===== src/rtl/stchg_pkg.sv =====
`timescale 1ns/1ps
package stchg_pkg;

    localparam int ADDR_W = 3;
    localparam int NPIN   = 3;
    localparam int CTRL_W = 4;

    typedef enum logic [ADDR_W-1:0] {
        REG_RAW    = 3'd0,
        REG_MASK_A = 3'd1,
        REG_MASK_B = 3'd2,
        REG_PEND_A = 3'd3,
        REG_PEND_B = 3'd4,
        REG_CTRL   = 3'd5
    } reg_addr_e;

    // Route code k (k >= 1) selects shared pin index k-1.
    typedef enum logic [1:0] {
        RT_NONE    = 2'd0,
        RT_BITCLK  = 2'd1,
        RT_REFCLK  = 2'd2,
        RT_HOTPLUG = 2'd3
    } route_e;

    typedef struct packed {
        route_e route;   // bits [3:2]
        logic   pol_b;   // bit 1
        logic   pol_a;   // bit 0
    } ctrl_t;

endpackage


===== src/rtl/stchg_change_det.sv =====
`timescale 1ns/1ps
module stchg_change_det #(
    parameter int W = 8
) (
    input  logic         clk,
    input  logic         rst_n,
    input  logic [W-1:0] status_i,
    output logic [W-1:0] chg_o
);

    typedef struct packed {
        logic [W-1:0] prev;
        logic         armed;
    } det_t;

    det_t st_d, st_q;

    always_comb begin
        st_d       = st_q;
        st_d.prev  = status_i;
        st_d.armed = 1'b1;
        // Nothing counts until one sample has been taken after reset.
        chg_o      = st_q.armed ? (status_i ^ st_q.prev) : '0;
    end

    always_ff @(posedge clk or negedge rst_n) begin
        if (!rst_n) st_q <= '0;
        else        st_q <= st_d;
    end

endmodule


===== src/rtl/stchg_flag_bank.sv =====
`timescale 1ns/1ps
module stchg_flag_bank #(
    parameter int W = 8
) (
    input  logic         clk,
    input  logic         rst_n,
    input  logic [W-1:0] set_i,
    input  logic [W-1:0] clr_i,
    output logic [W-1:0] raw_o
);

    typedef struct packed {
        logic [W-1:0] raw;
    } flag_t;

    flag_t st_d, st_q;

    always_comb begin
        st_d     = st_q;
        // Set after clear: a fresh change beats a simultaneous acknowledge.
        st_d.raw = (st_q.raw & ~clr_i) | set_i;
    end

    always_ff @(posedge clk or negedge rst_n) begin
        if (!rst_n) st_q <= '0;
        else        st_q <= st_d;
    end

    assign raw_o = st_q.raw;

    assert_change_sets_flag_R2: assert property (@(posedge clk) disable iff (!rst_n)
        (set_i != '0) |=> ((raw_o & $past(set_i)) == $past(set_i)));

    assert_no_spurious_flag_R2: assert property (@(posedge clk) disable iff (!rst_n)
        1'b1 |=> ((raw_o & ~$past(raw_o) & ~$past(set_i)) == '0));

    assert_w1c_clears_R4: assert property (@(posedge clk) disable iff (!rst_n)
        ((clr_i & ~set_i) != '0) |=> ((raw_o & $past(clr_i & ~set_i)) == '0));

    assert_set_beats_clear_R5: assert property (@(posedge clk) disable iff (!rst_n)
        ((clr_i & set_i) != '0) |=> ((raw_o & $past(clr_i & set_i)) == $past(clr_i & set_i)));

endmodule


===== src/rtl/stchg_regs.sv =====
`timescale 1ns/1ps
module stchg_regs
    import stchg_pkg::*;
#(
    parameter int W = 8
) (
    input  logic              clk,
    input  logic              rst_n,
    input  logic              we_i,
    input  logic [ADDR_W-1:0] addr_i,
    input  logic [W-1:0]      wdata_i,
    input  logic [W-1:0]      raw_i,
    output logic [W-1:0]      rdata_o,
    output logic [W-1:0]      clr_o,
    output logic [W-1:0]      pend_a_o,
    output logic [W-1:0]      pend_b_o,
    output ctrl_t             ctrl_o
);

    typedef struct packed {
        logic [W-1:0] mask_a;
        logic [W-1:0] mask_b;
        ctrl_t        ctrl;
    } regs_t;

    regs_t st_d, st_q;
    reg_addr_e addr_e;

    assign addr_e = reg_addr_e'(addr_i);

    always_comb begin
        st_d  = st_q;
        clr_o = '0;
        if (we_i) begin
            case (addr_e)
                REG_RAW:    clr_o       = wdata_i;
                REG_MASK_A: st_d.mask_a = wdata_i;
                REG_MASK_B: st_d.mask_b = wdata_i;
                REG_CTRL:   st_d.ctrl   = ctrl_t'(wdata_i[CTRL_W-1:0]);
                default:    ;
            endcase
        end
    end

    always_ff @(posedge clk or negedge rst_n) begin
        if (!rst_n) st_q <= '0;
        else        st_q <= st_d;
    end

    assign pend_a_o = raw_i & st_q.mask_a;
    assign pend_b_o = raw_i & st_q.mask_b;
    assign ctrl_o   = st_q.ctrl;

    always_comb begin
        case (addr_e)
            REG_RAW:    rdata_o = raw_i;
            REG_MASK_A: rdata_o = st_q.mask_a;
            REG_MASK_B: rdata_o = st_q.mask_b;
            REG_PEND_A: rdata_o = pend_a_o;
            REG_PEND_B: rdata_o = pend_b_o;
            REG_CTRL:   rdata_o = W'(st_q.ctrl);
            default:    rdata_o = '0;
        endcase
    end

    assert_ro_write_inert_R10: assert property (@(posedge clk) disable iff (!rst_n)
        (we_i && (addr_i == 3'(REG_PEND_A) || addr_i == 3'(REG_PEND_B) || addr_i[2:1] == 2'b11))
        |=> (st_q == $past(st_q)));

    assert_raw_write_keeps_cfg_R4: assert property (@(posedge clk) disable iff (!rst_n)
        (we_i && addr_i == 3'(REG_RAW)) |=> (st_q == $past(st_q)));

endmodule


===== src/rtl/stchg_pin_route.sv =====
`timescale 1ns/1ps
module stchg_pin_route
    import stchg_pkg::*;
#(
    parameter int W = 8
) (
    input  logic [W-1:0]    pend_a_i,
    input  logic [W-1:0]    pend_b_i,
    input  ctrl_t           ctrl_i,
    input  logic [NPIN-1:0] func_i,
    output logic            irq_main_o,
    output logic [NPIN-1:0] pin_o
);

    logic lvl_b;

    // Polarity 1 = active-high, 0 = active-low.
    assign irq_main_o = ctrl_i.pol_a ? (|pend_a_i) : ~(|pend_a_i);
    assign lvl_b      = ctrl_i.pol_b ? (|pend_b_i) : ~(|pend_b_i);

    for (genvar g = 0; g < NPIN; g++) begin : g_pin
        assign pin_o[g] = (ctrl_i.route == route_e'(2'(g + 1))) ? lvl_b : func_i[g];
    end

endmodule


===== src/rtl/stchg_irq_ctrl.sv =====
`timescale 1ns/1ps
module stchg_irq_ctrl
    import stchg_pkg::*;
#(
    parameter int NSTAT = 8
) (
    input  logic              clk,
    input  logic              rst_n,
    input  logic [NSTAT-1:0]  status_i,
    input  logic              reg_we_i,
    input  logic [ADDR_W-1:0] reg_addr_i,
    input  logic [NSTAT-1:0]  reg_wdata_i,
    output logic [NSTAT-1:0]  reg_rdata_o,
    input  logic              aud_bitclk_i,
    input  logic              aud_refclk_i,
    input  logic              hotplug_i,
    output logic              irq_main_o,
    output logic              pin_aud_bitclk_o,
    output logic              pin_aud_refclk_o,
    output logic              pin_hotplug_o
);

    logic [NSTAT-1:0] chg, raw, clr, pend_a, pend_b;
    logic [NPIN-1:0]  func_vec, pin_vec;
    ctrl_t            ctrl;

    // Shared pin index order matches route codes 1..3.
    assign func_vec = {hotplug_i, aud_refclk_i, aud_bitclk_i};
    assign {pin_hotplug_o, pin_aud_refclk_o, pin_aud_bitclk_o} = pin_vec;

    stchg_change_det #(.W(NSTAT)) u_det (
        .clk      (clk),
        .rst_n    (rst_n),
        .status_i (status_i),
        .chg_o    (chg)
    );

    stchg_flag_bank #(.W(NSTAT)) u_flags (
        .clk   (clk),
        .rst_n (rst_n),
        .set_i (chg),
        .clr_i (clr),
        .raw_o (raw)
    );

    stchg_regs #(.W(NSTAT)) u_regs (
        .clk      (clk),
        .rst_n    (rst_n),
        .we_i     (reg_we_i),
        .addr_i   (reg_addr_i),
        .wdata_i  (reg_wdata_i),
        .raw_i    (raw),
        .rdata_o  (reg_rdata_o),
        .clr_o    (clr),
        .pend_a_o (pend_a),
        .pend_b_o (pend_b),
        .ctrl_o   (ctrl)
    );

    stchg_pin_route #(.W(NSTAT)) u_route (
        .pend_a_i   (pend_a),
        .pend_b_i   (pend_b),
        .ctrl_i     (ctrl),
        .func_i     (func_vec),
        .irq_main_o (irq_main_o),
        .pin_o      (pin_vec)
    );

    assert_idle_level_R8: assert property (@(posedge clk) disable iff (!rst_n)
        (raw == '0) |-> (irq_main_o == ~ctrl.pol_a));

    assert_unrouted_passthru_R9: assert property (@(posedge clk) disable iff (!rst_n)
        (ctrl.route == RT_NONE) |-> (pin_vec == func_vec));

    assert_single_pin_taken_R9: assert property (@(posedge clk) disable iff (!rst_n)
        $countones(pin_vec ^ func_vec) <= 1);

endmodule


===== config.mk =====
export PLATFORM = sky130hd
export DESIGN_NAME = stchg_irq_ctrl
export DESIGN_NICKNAME = d
export VERILOG_FILES = /design/src/rtl/stchg_pkg.sv /design/src/rtl/stchg_change_det.sv /design/src/rtl/stchg_flag_bank.sv /design/src/rtl/stchg_regs.sv /design/src/rtl/stchg_pin_route.sv /design/src/rtl/stchg_irq_ctrl.sv
export SDC_FILE = /design/constraint.sdc
export NUM_CORES = 1
export LEC_CHECK = 0
export CORE_UTILIZATION = 51
export DETAILED_ROUTE_END_ITERATION = 6
export HOLD_SLACK_MARGIN = 0.15
export PLACE_DENSITY = 0.79
export REMOVE_ABC_BUFFERS = 1
export SYNTH_ARGS = -nofsm -noshare
export SYNTH_HDL_FRONTEND = slang
export SYNTH_SLANG_ARGS = --single-unit

===== constraint.sdc =====
create_clock -name clk -period 1.7 [get_ports clk]
set_input_delay 0.17 -clock clk [delete_from_list [all_inputs] [get_ports clk]]
set_output_delay 0.17 -clock clk [all_outputs]
set_load 0.05 [all_outputs]

## Yosys cells after proc, flatten, opt, wreduce, memory -nomap -nowiden

Index checks and enable logic that the tools add are counted.

- Memories: 0
- Register bits after elaboration: 37
- Bits in latches: 0
- ROM bits: 0
- Memory bits (writable): 0
- Logic and storage cells: 39
- Input bits: 25
- Output and inout port bits: 12

- Equality and inequality tests: 8
- Divide/modulo/power cells: 0
- Reduce and logical (&&, ||, !) cells: 6
- $mul: 0
- Add/subtract/negate cells: 0
- $lt $le $gt $ge: 0
- Bitwise operators: 8
- Shifts and indexed selects: 0
- Multiplexer cells: 9

Operators by type and width:

| operator | number |
|---|---|
| $pmux W8 S6 | 1 |
| $and A8 B8 Y8 | 3 |
| $mux W8 | 3 |
| $reduce_or A8 Y1 | 2 |
| $not A8 Y8 | 1 |
| $or A8 B8 Y8 | 1 |
| $xor A8 B8 Y8 | 1 |
| $eq A3 B2 Y1 const B | 2 |
| $eq A3 B3 Y1 const B | 2 |
| $reduce_and A2 Y1 | 3 |
| $mux W1 | 5 |
| $eq A2 B2 Y1 const B | 2 |
| $eq A3 B1 Y1 const B | 1 |
| $logic_not A3 Y1 | 1 |
| $eq A2 B1 Y1 const B | 1 |
| $not A1 Y1 | 2 |

## Longest topological paths before layout

- Word-level depth: 6
- Depth in mapped cells: 5
- Mapped depth without buffers: 4

## By module

From an unflattened synthesis, not the netlist that was laid out.

- Cells, all modules: 200
- Area, all modules: 2,107.0 um2

By module, submodules not included:

| module | area each (um2) | seq. area each (um2) | cells an instance | instances |
|---|---|---|---|---|
| stchg_regs | 1,357.6 | 500.5 | 134 | 1 |
| stchg_change_det | 349.1 | 225.2 | 26 | 1 |
| stchg_flag_bank | 290.3 | 200.2 | 24 | 1 |
| stchg_pin_route | 110.1 | 0.0 | 16 | 1 |

## Worst setup path after synthesis

Ideal clock, no wire load.

- Path kind: register -> output
- From: register u_flags.st_q, in the netlist u_flags.raw_o[0]
- To: output pin_aud_bitclk_o
- Arrival: 1,947 ps
- Path slack: -417 ps
- Stages on the path, launching flop included: 5
- Path buffers: 0
- Required time: 1,530 ps
- Path through: dfrtp_1 -> a22oi_1 -> nand3_1 -> or3_1 -> a31oi_1

- Longest elaborated chain between the ends: 5

Ends and longest elaborated chain:

| element | line | source |
|---|---|---|
| start: declaration | stchg_flag_bank.sv:16 | `flag_t st_d, st_q;` |
| start signal: assignment | stchg_flag_bank.sv:26 | `else st_q <= st_d;` |
| $and A8 B8 Y8 * | stchg_regs.sv:51 | `assign pend_b_o = raw_i & st_q.mask_b;` |
| $reduce_or A8 Y1 * | stchg_pin_route.sv:19 | `assign lvl_b = ctrl_i.pol_b ? (\|pend_b_i) : ~(\|pend_b_i);` |
| $not A1 Y1 | stchg_pin_route.sv:19 |  |
| $mux W1 * | stchg_pin_route.sv:19 |  |
| $mux W1 * | stchg_pin_route.sv:22 | `assign pin_o[g] = (ctrl_i.route == route_e'(2'(g + 1))) ? lvl_b : func_i[g];` |
| end: declaration | stchg_irq_ctrl.sv:18 | `output logic pin_aud_bitclk_o,` |

Every way passes the cells marked *; elsewhere a longest branch is shown, timed or not.

## Worst setup path in the final report

- From: register u_regs.st_q[4] in the netlist's numbering
- To: output pin_hotplug_o

- Longest elaborated chain between the ends: 5

Ends and longest elaborated chain:

| element | line | source |
|---|---|---|
| start: declaration | stchg_regs.sv:26 | `regs_t st_d, st_q;` |
| start signal: assignment | stchg_regs.sv:47 | `else st_q <= st_d;` |
| $and A8 B8 Y8 * | stchg_regs.sv:51 |  |
| $reduce_or A8 Y1 * | stchg_pin_route.sv:19 |  |
| $not A1 Y1 | stchg_pin_route.sv:19 |  |
| $mux W1 * | stchg_pin_route.sv:19 |  |
| $mux W1 * | stchg_pin_route.sv:22 |  |
| end: declaration | stchg_irq_ctrl.sv:20 | `output logic pin_hotplug_o` |

Marked as above.

==> flow_summary.json <==
{
  "numPortBuffers": 36,
  "power_mw": 3.06,
  "drc": 0,
  "grt_usage": 0.283,
  "violations": "negative setup slack",
  "rows": 21,
  "initial_utilization": 0.552,
  "finalSetupViolCount": 9,
  "clock_skew_ps": 12.2,
  "syn_inst": 169,
  "dr.pass1.iters": 4,
  "cts_tree": "done",
  "vias_per_cell": 6.17,
  "postCtsHoldBufs": 0,
  "place.gp.congestion": 0.928,
  "layout.nets": 262,
  "wl_per_cell_um": 21.9,
  "min_period_ps": 2060,
  "routed_wl_um": 6210,
  "cts_sinks": 37,
  "grt_pass1_wl_um": 8510,
  "antenna_cells": 0,
  "root_buffer": "clkbuf_8",
  "placedInstanceArea_mm2": 0.00261,
  "hold_violations": 0,
  "ios": 37,
  "vdd_drop_max_mv": 0.766,
  "grt_start_max_net_pins": 38,
  "drt_iter0_drc": 126,
  "die_w_um": 63.0,
  "area_delta_synth_final_pct": 55.0,
  "drv_cap": 0,
  "ant_nets": 0,
  "crit_fanout": 3,
  "dieArea_mm2": 0.00397,
  "antenna_found_initial": 0,
  "rsz0062_at_grt": "true",
  "post_route_cells_drive_above_1_share": 0.429,
  "netlist_area_mm2": 0.00190,
  "yosysSeqAreaShare": 0.487,
  "htreeDepth": 2,
  "core_mm2": 0.00344,
  "powerDensity_mw_per_mm2": 1040,
  "layout_setup_ws_ps": -362,
  "clockBufferDepth": 2,
  "fin_crit_sh": 1.21,
  "outcome": "finished, violations left",
  "stdcell_area_mm2": 0.00295,
  "end_kind": "primary output",
  "syn_area_per_cell_um2": 11.2,
  "synth.ff_latch_count": 37,
  "maxSlewViolCount": 0,
  "die_y_um": 63.0,
  "cts_made_buffers": 5,
  "dp_hpwl_um": 3530,
  "max_freq_mhz": 485,
  "p_leak_nw": 1.26,
  "clock_latency_ps": 300,
  "ys_types": 31,
  "tns_ps": -1600,
  "worstHoldPathType": "in2async",
  "cts.clk_slew.worst_paths_ps": 80,
  "vias": 1751,
  "startpoint_type": "flip-flop",
  "critPathKind": "reg2out",
  "worstPathArrival_ps": 1890,
  "grt_pass1_vias": 1672,
  "grt_overflow": 0,
  "crit_required_ps": 1530,
  "yosysWarnings": 0
}
## worst max-delay path, cell delays in order, from the launching register on
cell and delay (ps):
dfrtp_1 390, a22oi_2 210, nand3_2 130, buf_4 170, o21ai_2 340, a41oi_4 180, buf_12 180
## logic make-up (layout without fill, tap and decap cells)
logic type / after synthesis / count (layout) / share of synthesized area
and+or+nand+nor: 43 / 43 / 0.125
AOI/OAI and AO/OA: 40 / 40 / 0.151
DFF: 37 / 37 / 0.487
muxes: 29 / 29 / 0.167
buffers and inverters: 10 / 79 / 0.0270
xor gates and xnor gates: 9 / 9 / 0.0415
other: 1 / 1 / 0.00197
## where the power goes
part	switching, mW	internal [mW]	leakage, nW
registers	0.144	1.01	0.418
logic	0.611	0.605	0.785
clock network	0.319	0.366	0.0542
## stage by stage
| stage | utilization | worst slack [ps] | cells | hold slack, ps |
|---|---|---|---|---|
| CTS | 0.820 | -329 | 279 | 315 |
| floorplan | - | -417 | 162 | -126 |
| detailed placement | 0.757 | -134 | 270 | 525 |
| global route | 0.856 | -463 | 284 | 347 |
| global placement | 0.757 | -99.4 | 270 | 519 |
| finish | 0.856 | -362 | 284 | 307 |
## layer usage
metal | wire, um | global-route usage | share of wire | up-vias
met4 | 193 | 0.0843 | 0.031 | 0
met2 | 3090 | 0.462 | 0.50 | 84
met1 | 2610 | 0.375 | 0.42 | 884
met5 | 0 | 0 | 0 | -
li1 | - | - | - | 759
met3 | 322 | 0.0584 | 0.052 | 24
## area by class of cell
| type | count | area [um2] |
|---|---|---|
| Sequential cell | 37 | 927 |
| Timing Repair Buffer | 68 | 771 |
| Tap cell | 46 | 57.6 |
| Inverter | 3 | 11.3 |
| Fill cell | 161 | 497 |
| Multi-Input combinational cell | 122 | 1080 |
| Clock inverter | 1 | 5.00 |
| Clock buffer | 7 | 96.3 |
## placed cells by master, fill, tap and decap left out, types with 3 or more instances in the layout
cell type        synthesis  final
dfrtp_1                 37     36
buf_4                    0     26
clkdlybuf4s50_1          0     22
mux2_2                  21     21
nand2_1                 17     16
buf_12                   0     13
a22o_1                   9      9
mux2i_1                  8      8
nor2_1                   9      8
xor2_1                   8      8
clkbuf_8                 0      7
a221oi_2                 0      4
nand2b_1                 5      4
a31oi_1                  6      4
buf_6                    1      4
o22a_1                   3      3
a21oi_2                  0      3
o22ai_2                  0      3
## state kept, by name, summed over array words and instances, names as in the netlist
signal,cells
u_regs.st_q,16
u_det.st_q,9
u_flags.raw_o,8
u_regs.ctrl_o,4
## cell usage after synthesis, drive strengths merged
cell type / n / area, um2
nand2b: 6 / 45.0
buf: 7 / 40.0
nand4b: 1 / 8.76
mux2i: 8 / 80.1
nor2: 10 / 40.0
or2: 1 / 6.26
a21oi: 5 / 25.0
conb: 1 / 3.75
a221oi: 4 / 35.0
o21ai: 4 / 20.0
a31oi: 6 / 37.5
or3: 1 / 6.26
a41oi: 2 / 17.5
mux2: 21 / 236
nand3: 1 / 5.00
a22o: 9 / 78.8
dfrtp: 37 / 926
o22a: 3 / 26.3
a22oi: 2 / 15.0
nor3b: 2 / 37.5
nand2: 17 / 63.8
o22ai: 5 / 31.3
nand4: 2 / 12.5
nor2b: 2 / 12.5
inv: 3 / 11.3
xnor2: 1 / 8.76
xor2: 8 / 70.1
## worst paths after layout
| check | slack (ps) | to | cells after the start | startpoint |
|---|---|---|---|---|
| worst min-delay path | 310 | u_flags.raw_o[1] | 2 | rst_n |
| max in group asynchronous | 1050 | u_regs.ctrl_o[2] | 2 | rst_n |
| worst min register to register | 540 | u_regs.st_q[8] | 1 | u_regs.st_q[8] |
| worst max-delay path | -360 | pin_hotplug_o | 6 | u_regs.st_q[4] |
| min in group clk | 370 | u_det.st_q[8] | 1 | status_i[7] |
| worst max register to register | 800 | u_regs.ctrl_o[3] | 1 | u_regs.ctrl_o[3] |
## what timing repair did
| item | CTS | global route |
|---|---|---|
| buffers inserted | 0 | 6 |
| setup endpoints to repair | 12 | 12 |
| pin swaps | 2 | 9 |
| resized for setup | 18 | 19 |
| cloned | 1 | 0 |
| hold endpoints to repair | 0 | 0 |
No activity file was read; power rests on OpenSTA's default activity.
